==> src/rtl/exc_entry_pkg.sv <==
`timescale 1ns/1ps
package exc_entry_pkg;

    localparam int LVL_W = 4;
    localparam int ST_W  = 8;

    typedef struct packed {
        logic [1:0]       spare;
        logic             user_mode;
        logic             exc_mode;
        logic [LVL_W-1:0] int_lvl;
    } status_t;

    localparam status_t STATUS_RST = '{spare: 2'b00, user_mode: 1'b0,
                                       exc_mode: 1'b1, int_lvl: {LVL_W{1'b1}}};

    typedef enum logic [1:0] {
        KIND_GENERAL  = 2'd0,
        KIND_DEBUG    = 2'd1,
        KIND_MISALIGN = 2'd2,
        KIND_NONE     = 2'd3
    } req_kind_e;

    typedef enum logic [2:0] {
        VEC_NONE   = 3'd0,
        VEC_KERNEL = 3'd1,
        VEC_USER   = 3'd2,
        VEC_DOUBLE = 3'd3,
        VEC_DEBUG  = 3'd4
    } vec_e;

    typedef struct packed {
        logic take;
        logic dbg;
        logic dbl;
        logic load_addr;
        logic use_align;
        vec_e vec;
    } act_t;

    function automatic vec_e general_vector(input logic exc_mode, input logic user_mode);
        if (exc_mode)       return VEC_DOUBLE;
        else if (user_mode) return VEC_USER;
        else                return VEC_KERNEL;
    endfunction

endpackage

==> src/rtl/exc_decide.sv <==
`timescale 1ns/1ps
module exc_decide
    import exc_entry_pkg::*;
#(
    parameter int DBG_LEVEL       = 6,
    parameter bit UNALIGN_TRAP_EN = 1'b1,
    parameter bit HW_ALIGN_EN     = 1'b0
) (
    input  logic             req_valid,
    input  logic [1:0]       req_kind,
    input  logic             req_has_addr,
    input  logic [LVL_W-1:0] cur_int_level,
    input  logic             exc_mode,
    input  logic             user_mode,
    output act_t             act
);
    localparam bit ALIGN_TRAPS = UNALIGN_TRAP_EN && !HW_ALIGN_EN;
    localparam logic [LVL_W-1:0] DBG_LVL_V = LVL_W'(DBG_LEVEL);

    always_comb begin
        act = '{take: 1'b0, dbg: 1'b0, dbl: 1'b0, load_addr: 1'b0,
                use_align: 1'b0, vec: VEC_NONE};
        if (req_valid) begin
            case (req_kind_e'(req_kind))
                KIND_GENERAL: begin
                    act.take      = 1'b1;
                    act.dbl       = exc_mode;
                    act.load_addr = req_has_addr;
                    act.vec       = general_vector(exc_mode, user_mode);
                end
                KIND_MISALIGN: begin
                    act.take      = ALIGN_TRAPS;
                    act.dbl       = exc_mode;
                    act.load_addr = 1'b1;
                    act.use_align = 1'b1;
                    act.vec       = ALIGN_TRAPS ? general_vector(exc_mode, user_mode)
                                                : VEC_NONE;
                end
                KIND_DEBUG: begin
                    act.take = (cur_int_level < DBG_LVL_V);
                    act.dbg  = 1'b1;
                    act.vec  = (cur_int_level < DBG_LVL_V) ? VEC_DEBUG : VEC_NONE;
                end
                default: ;
            endcase
        end
    end
endmodule

==> src/rtl/exc_gen_state.sv <==
`timescale 1ns/1ps
module exc_gen_state
    import exc_entry_pkg::*;
#(
    parameter int XLEN       = 32,
    parameter int CAUSE_W    = 6,
    parameter bit HAS_DBL_PC = 1'b1
) (
    input  logic               clk,
    input  logic               rst,
    input  act_t               act,
    input  logic [CAUSE_W-1:0] cause,
    input  logic [XLEN-1:0]    pc,
    input  logic [XLEN-1:0]    addr,
    output logic [XLEN-1:0]    ret_pc,
    output logic [XLEN-1:0]    dbl_pc,
    output logic [CAUSE_W-1:0] fault_code,
    output logic [XLEN-1:0]    fault_addr
);
    logic gen_take;
    assign gen_take = act.take && !act.dbg;

    always_ff @(posedge clk) begin
        if (rst) begin
            fault_code <= '0;
            fault_addr <= '0;
        end else if (gen_take) begin
            fault_code <= cause;
            if (act.load_addr) fault_addr <= addr;
        end
    end

    generate
        if (HAS_DBL_PC) begin : g_dbl
            logic [XLEN-1:0] dbl_q;
            always_ff @(posedge clk) begin
                if (rst) begin
                    ret_pc <= '0;
                    dbl_q  <= '0;
                end else if (gen_take) begin
                    if (act.dbl) dbl_q  <= pc;
                    else         ret_pc <= pc;
                end
            end
            assign dbl_pc = dbl_q;

            a_r3_first_pc_kept: assert property (@(posedge clk) disable iff (rst)
                (gen_take && act.dbl) |=> $stable(ret_pc));
        end else begin : g_nodbl
            always_ff @(posedge clk) begin
                if (rst)           ret_pc <= '0;
                else if (gen_take) ret_pc <= pc;
            end
            assign dbl_pc = '0;
        end
    endgenerate

    a_r5_addr_hold: assert property (@(posedge clk) disable iff (rst)
        (gen_take && !act.load_addr) |=> $stable(fault_addr));
endmodule

==> src/rtl/exc_dbg_bank.sv <==
`timescale 1ns/1ps
module exc_dbg_bank
    import exc_entry_pkg::*;
#(
    parameter int XLEN      = 32,
    parameter int CAUSE_W   = 6,
    parameter int DBG_LEVEL = 6,
    parameter int MAX_LEVEL = 7
) (
    input  logic                          clk,
    input  logic                          rst,
    input  act_t                          act,
    input  logic [CAUSE_W-1:0]            cause,
    input  logic [XLEN-1:0]               pc,
    input  status_t                       old_status,
    output logic [CAUSE_W-1:0]            dbg_reason,
    output logic [(MAX_LEVEL-1)*XLEN-1:0] lvl_pc_flat,
    output logic [(MAX_LEVEL-1)*ST_W-1:0] lvl_st_flat
);
    localparam int NSLOT = MAX_LEVEL - 1;

    logic dbg_take;
    assign dbg_take = act.take && act.dbg;

    always_ff @(posedge clk) begin
        if (rst)           dbg_reason <= '0;
        else if (dbg_take) dbg_reason <= cause;
    end

    generate
        for (genvar s = 0; s < NSLOT; s++) begin : g_slot
            if (s + 2 == DBG_LEVEL) begin : g_live
                logic [XLEN-1:0] pc_q;
                status_t         st_q;
                always_ff @(posedge clk) begin
                    if (rst) begin
                        pc_q <= '0;
                        st_q <= '0;
                    end else if (dbg_take) begin
                        pc_q <= pc;
                        st_q <= old_status;
                    end
                end
                assign lvl_pc_flat[s*XLEN +: XLEN] = pc_q;
                assign lvl_st_flat[s*ST_W +: ST_W] = st_q;

                a_r7_slot_hold: assert property (@(posedge clk) disable iff (rst)
                    !dbg_take |=> $stable(pc_q));
            end else begin : g_idle
                assign lvl_pc_flat[s*XLEN +: XLEN] = '0;
                assign lvl_st_flat[s*ST_W +: ST_W] = '0;
            end
        end
    endgenerate
endmodule

==> src/rtl/exc_status.sv <==
`timescale 1ns/1ps
module exc_status
    import exc_entry_pkg::*;
#(
    parameter int DBG_LEVEL = 6
) (
    input  logic    clk,
    input  logic    rst,
    input  act_t    act,
    input  logic    st_wr,
    input  status_t st_wr_data,
    output status_t status,
    output logic    vec_valid,
    output vec_e    vec_sel
);
    status_t nxt;

    always_comb begin
        nxt = status;
        if (act.take) begin
            nxt.exc_mode = 1'b1;
            if (act.dbg) nxt.int_lvl = LVL_W'(DBG_LEVEL);
        end else if (st_wr) begin
            nxt = st_wr_data;
        end
    end

    always_ff @(posedge clk) begin
        if (rst) begin
            status    <= STATUS_RST;
            vec_valid <= 1'b0;
            vec_sel   <= VEC_NONE;
        end else begin
            status    <= nxt;
            vec_valid <= act.take;
            vec_sel   <= act.take ? act.vec : VEC_NONE;
        end
    end

    a_r10_write_lost: assert property (@(posedge clk) disable iff (rst)
        (act.take && !act.dbg) |=> (status.int_lvl == $past(status.int_lvl)
                                    && status.user_mode == $past(status.user_mode)));
endmodule

==> src/rtl/exc_entry_ctrl.sv <==
`timescale 1ns/1ps
module exc_entry_ctrl
    import exc_entry_pkg::*;
#(
    parameter int XLEN            = 32,
    parameter int CAUSE_W         = 6,
    parameter int DBG_LEVEL       = 6,
    parameter int MAX_LEVEL       = 7,
    parameter bit HAS_DBL_PC      = 1'b1,
    parameter bit UNALIGN_TRAP_EN = 1'b1,
    parameter bit HW_ALIGN_EN     = 1'b0,
    parameter int ALIGN_CAUSE     = 9
) (
    input  logic                          clk,
    input  logic                          rst,
    input  logic                          req_valid,
    input  logic [1:0]                    req_kind,
    input  logic [CAUSE_W-1:0]            req_cause,
    input  logic [XLEN-1:0]               req_pc,
    input  logic                          req_has_addr,
    input  logic [XLEN-1:0]               req_addr,
    input  logic [3:0]                    cur_int_level,
    input  logic                          st_wr,
    input  logic [7:0]                    st_wr_data,
    output logic                          vec_valid,
    output logic [2:0]                    vec_sel,
    output logic [7:0]                    status_q,
    output logic [XLEN-1:0]               ret_pc,
    output logic [XLEN-1:0]               dbl_pc,
    output logic [CAUSE_W-1:0]            fault_code,
    output logic [XLEN-1:0]               fault_addr,
    output logic [CAUSE_W-1:0]            dbg_reason,
    output logic [(MAX_LEVEL-1)*XLEN-1:0] lvl_pc_flat,
    output logic [(MAX_LEVEL-1)*8-1:0]    lvl_st_flat
);
    act_t               act;
    status_t            status;
    vec_e               vec_q;
    logic [CAUSE_W-1:0] eff_cause;

    assign eff_cause = act.use_align ? CAUSE_W'(ALIGN_CAUSE) : req_cause;

    exc_decide #(
        .DBG_LEVEL(DBG_LEVEL), .UNALIGN_TRAP_EN(UNALIGN_TRAP_EN), .HW_ALIGN_EN(HW_ALIGN_EN)
    ) u_decide (
        .req_valid(req_valid), .req_kind(req_kind), .req_has_addr(req_has_addr),
        .cur_int_level(cur_int_level), .exc_mode(status.exc_mode),
        .user_mode(status.user_mode), .act(act)
    );

    exc_gen_state #(
        .XLEN(XLEN), .CAUSE_W(CAUSE_W), .HAS_DBL_PC(HAS_DBL_PC)
    ) u_gen (
        .clk(clk), .rst(rst), .act(act), .cause(eff_cause), .pc(req_pc),
        .addr(req_addr), .ret_pc(ret_pc), .dbl_pc(dbl_pc),
        .fault_code(fault_code), .fault_addr(fault_addr)
    );

    exc_dbg_bank #(
        .XLEN(XLEN), .CAUSE_W(CAUSE_W), .DBG_LEVEL(DBG_LEVEL), .MAX_LEVEL(MAX_LEVEL)
    ) u_dbg (
        .clk(clk), .rst(rst), .act(act), .cause(req_cause), .pc(req_pc),
        .old_status(status), .dbg_reason(dbg_reason),
        .lvl_pc_flat(lvl_pc_flat), .lvl_st_flat(lvl_st_flat)
    );

    exc_status #(.DBG_LEVEL(DBG_LEVEL)) u_status (
        .clk(clk), .rst(rst), .act(act), .st_wr(st_wr),
        .st_wr_data(status_t'(st_wr_data)), .status(status),
        .vec_valid(vec_valid), .vec_sel(vec_q)
    );

    assign vec_sel  = vec_q;
    assign status_q = status;

    a_r4_mode_set: assert property (@(posedge clk) disable iff (rst)
        vec_valid |-> status.exc_mode);

    a_r6_dbg_gate: assert property (@(posedge clk) disable iff (rst)
        (req_valid && req_kind == 2'd1 && cur_int_level >= 4'(DBG_LEVEL)) |=> !vec_valid);

    a_r3_double_vec: assert property (@(posedge clk) disable iff (rst)
        (req_valid && req_kind == 2'd0 && status.exc_mode) |=> (vec_sel == 3'd3));

    a_r2_user_vec: assert property (@(posedge clk) disable iff (rst)
        (req_valid && req_kind == 2'd0 && !status.exc_mode && status.user_mode)
            |=> (vec_sel == 3'd2));

    a_r7_dbg_level: assert property (@(posedge clk) disable iff (rst)
        (vec_valid && vec_sel == 3'd4) |-> (status.int_lvl == 4'(DBG_LEVEL)));

    a_r9_single_strobe: assert property (@(posedge clk) disable iff (rst)
        (vec_valid && !$past(req_valid)) |-> 1'b0);

    a_r8_align_ignored: assert property (@(posedge clk) disable iff (rst)
        (req_valid && req_kind == 2'd2 && HW_ALIGN_EN) |=> !vec_valid);
endmodule

==> config.mk <==
export PLATFORM = sky130hd
export DESIGN_NAME = exc_entry_ctrl
export DESIGN_NICKNAME = d
export VERILOG_FILES = /design/src/rtl/exc_entry_pkg.sv /design/src/rtl/exc_decide.sv /design/src/rtl/exc_gen_state.sv /design/src/rtl/exc_dbg_bank.sv /design/src/rtl/exc_status.sv /design/src/rtl/exc_entry_ctrl.sv
export SDC_FILE = /design/constraint.sdc
export NUM_CORES = 1
export LEC_CHECK = 0
export BUFFER_PORTS_ARGS = -buffer_cell sky130_fd_sc_hd__buf_2
export CORE_AREA = 2 2 176 178
export DETAILED_ROUTE_END_ITERATION = 7
export DIE_AREA = 0 0 178 180
export PLACE_DENSITY = 0.58
export REMOVE_ABC_BUFFERS = 1
export SLEW_MARGIN = 5
export SYNTH_ARGS = -nofsm -noshare
export SYNTH_HDL_FRONTEND = slang
export SYNTH_HIERARCHICAL = 1
export SYNTH_SLANG_ARGS = --single-unit
export TNS_END_PERCENT = 5
==> constraint.sdc <==
create_clock -name clk -period 3.2 [get_ports clk]
set_input_delay 0.8 -clock clk [delete_from_list [all_inputs] [get_ports clk]]
set_output_delay 0.8 -clock clk [all_outputs]
set_load 0.05 [all_outputs]
==> out/metrics.yaml <==
overflow: 0
post-route-min-period_ns: 2.18
setup_viol: 0
power_density_nw_per_um2: 568
grt_util_all_layers: 0.129
antenna_found_initial: 0
die_y_um: 180
drv_cap: 0
syn_to_final_growth_pct: 17.9
synth_edf_count: 0
grt_pass1_wl_um: 31700
cts_tree: "done"
fp-row-count: 64
max_freq_ghz: 0.459
dr.pass1.iters: 4
io_buffer_count: 247
cts_setup_buffers: 0
clock-sinks: 160
grt_pass1_vias: 5431
worstSetupPathType: "input pin to flip-flop"
p_leak_nw: 4.17
worst-path-buf-inv: 3
slowest_delay_ns: 0.39
skew_ns: 0.0114
drive_gt1_frac: 0.292
synth_area_leader_cell: "dfxtp_1"
synth_most_common_cell: "nand2_1"
total_power_mw: 5.17
holdCritPathClass: "flip-flop to flip-flop"
worst_pin_slew_ns: 0.643
max_slew_margin: 0.572
dp_hpwl_um: 15000
coreArea_um2: 30200
insertion_delay_ns: 0.43
cts_root_buffer: "clkbuf_16"
worst_ep_arrival_time_ns: 2.46
grt_start_max_net_pins: 85
cpMostUsedCell: "buf_4"
synth_cells: 919
end_kind: "flip-flop"
synth_top_cells_by_area: "dfxtp_1, buf_4, nand2_1"
ctsResizeCount: 0
ys.flop_type: "dfxtp_1"
ctsHtreeMaxLevel: 4
num_vias: 6292
cts_hold_buffers: 0
final_util: 0.301
ant_nets: 0
crit_path_max_fanout: 38
globalplace.congestion: 0.723
period_share: 0.681
critical-path-slowest-cell: "buf_4"
yosysTopAreaCellShare: 0.415
ys_types: 30
postSynthAreaPerCell_um2: 8.40
synth_area_um2: 7720
cts_max_path_buffers: 2
via_per_inst: 4.05
async_flop_share: 0
dieArea_um2: 32000
cp-start-kind: "input pin"
crit_chain: "buf_2 > a211o_1 > a21boi_4 > buf_4 > buf_4 > a21bo_1 > a21oi_2"
wire_per_inst_um: 13.9
cts_made_buffers: 17
die_w_um: 178
ys_seq_elements: 160
yosysSeqAreaShare: 0.415
diodes: 0
rsz0062_at_grt: "false"
hold_viol: 0
layout.nets: 1232
synthTopCellsByCount: "nand2_1, buf_4, dfxtp_1"
critPathTopFamily: "compound AO/OA/AOI/OAI gates"
yosysWarnings: 6
io_pins: 449
outcome: "complete, no violations"
start_util: 0.256
drc_errors: 0
drt_wl_total_um: 21500
drt_iter0_markers: 231
drv_slew: 0
ir_worst_vdd_mv: 0.262
cp.required_ns: 3.48
clkTransAtPathRegs_ns: 0.07
==> state kept, by name, indices dropped and copies added, names as in the netlist <==
register	count
u_dbg/lvl_st_flat	8
u_gen/fault_addr	32
u_gen/ret_pc	32
u_dbg/g_slot.g_live.pc_q	32
u_status/status	8
u_gen/fault_code	6
u_dbg/dbg_reason	6
u_status/vec_sel	3
u_gen/dbl_pc	32
u_status/vec_valid	1
==> layer usage <==
layer	global-route usage	vias to the layer above	routed length [µm]
li1	-	3048	-
met2	0.229	266	11100
met4	0.0443	0	345
met1	0.149	2960	8690
met3	0.0328	18	1430
met5	0	-	0
==> cell usage in the layout (no fill, tap or decap) <==
master and n:
buf_2 246, nand2_1 212, conb_1 200, dfxtp_1 160, a21oi_1 120, nand3_1 46
a21bo_1 46, a21oi_2 35, clkbuf_16 17, buf_4 15, nor2_1 9, clkinvlp_4 7
nor2b_1 5, inv_6 3, and2_1 3, or2_1 2, clkinv_2 2, clkinv_4 2
buf_12 2, inv_1 2, nand2b_1 2, nand3b_1 2, nor3_1 2, a221o_1 2
bufinv_16 1, buf_6 1, a2111oi_2 1, a211o_1 1, a21boi_4 1, nor2_4 1
and3b_1 1, nor3b_4 1, or3b_1 1, and3b_2 1, and2b_1 1, nor2b_4 1
or2b_1 1, mux2i_1 1
==> power by group <==
| group | total, mW | switching, mW | internal (mW) | leakage [nW] |
|---|---|---|---|---|
| logic | 1.10 | 0.949 | 0.151 | 2.61 |
| clock network | 1.99 | 0.909 | 1.08 | 0.254 |
| registers | 2.08 | 0.0298 | 2.05 | 1.30 |
==> cells by family after synthesis <==
| kind of cell | count (synthesis) | share of synthesized area |
|---|---|---|
| AND/OR/NAND/NOR | 291 | 0.159 |
| buffers and inverters | 260 | 0.240 |
| AO/OA/AOI/OAI | 206 | 0.184 |
| flip-flops | 160 | 0.415 |
| multiplexers | 1 | 0.00130 |
| other | 1 | 0.000486 |
==> per-stage QoR <==
stage                     hold WS [ns]  setup TNS (ns)  std cells  instance area (µm²)  setup WS, ns
after floorplan                  0.669         -488.03        860                 6620         -3.72
after global placement           0.440               0       1520                 8540         0.592
after detailed placement         0.443               0       1520                 8540         0.570
after CTS                        0.452               0       1552                 9100          1.03
after global routing             0.471               0       1552                 9100         0.890
final                            0.451               0       1552                 9100          1.02
==> final timing paths <==
path                                        start                                            to  slack (ns)  cells past startpoint
hold / removal      u_gen/dbl_pc[22]$_SDFFE_PP0P_                 u_gen/dbl_pc[22]$_SDFFE_PP0P_        0.45                      2
setup / recovery                      req_kind[1]  u_dbg/g_slot[4].g_live.pc_q[20]$_SDFFE_PP0P_        1.02                      7
hold reg to reg     u_gen/dbl_pc[22]$_SDFFE_PP0P_                 u_gen/dbl_pc[22]$_SDFFE_PP0P_        0.45                      2
setup reg to reg  u_status/status[4]$_SDFFE_PP1P_                 u_gen/dbl_pc[18]$_SDFFE_PP0P_        1.35                      6
==> final cells by class <==
| type | count | area, µm² |
|---|---|---|
| clock buffer | 17 | 425 |
| clock inverter | 15 | 136 |
| fill | 3263 | 21100 |
| inverter | 2 | 7.51 |
| multi-input combinational | 698 | 3440 |
| sequential | 160 | 3200 |
| tap | 396 | 495 |
| timing repair buffer | 264 | 1400 |
==> worst register-to-register path, stage by stage (launching register included) <==
cell,delay [ns]
dfxtp_1,0.40
inv_1,0.08
nor2_1,0.32
and3b_2,0.52
buf_12,0.23
nand2_1,0.08
a21oi_1,0.14
(Power assumes the default switching activity.)
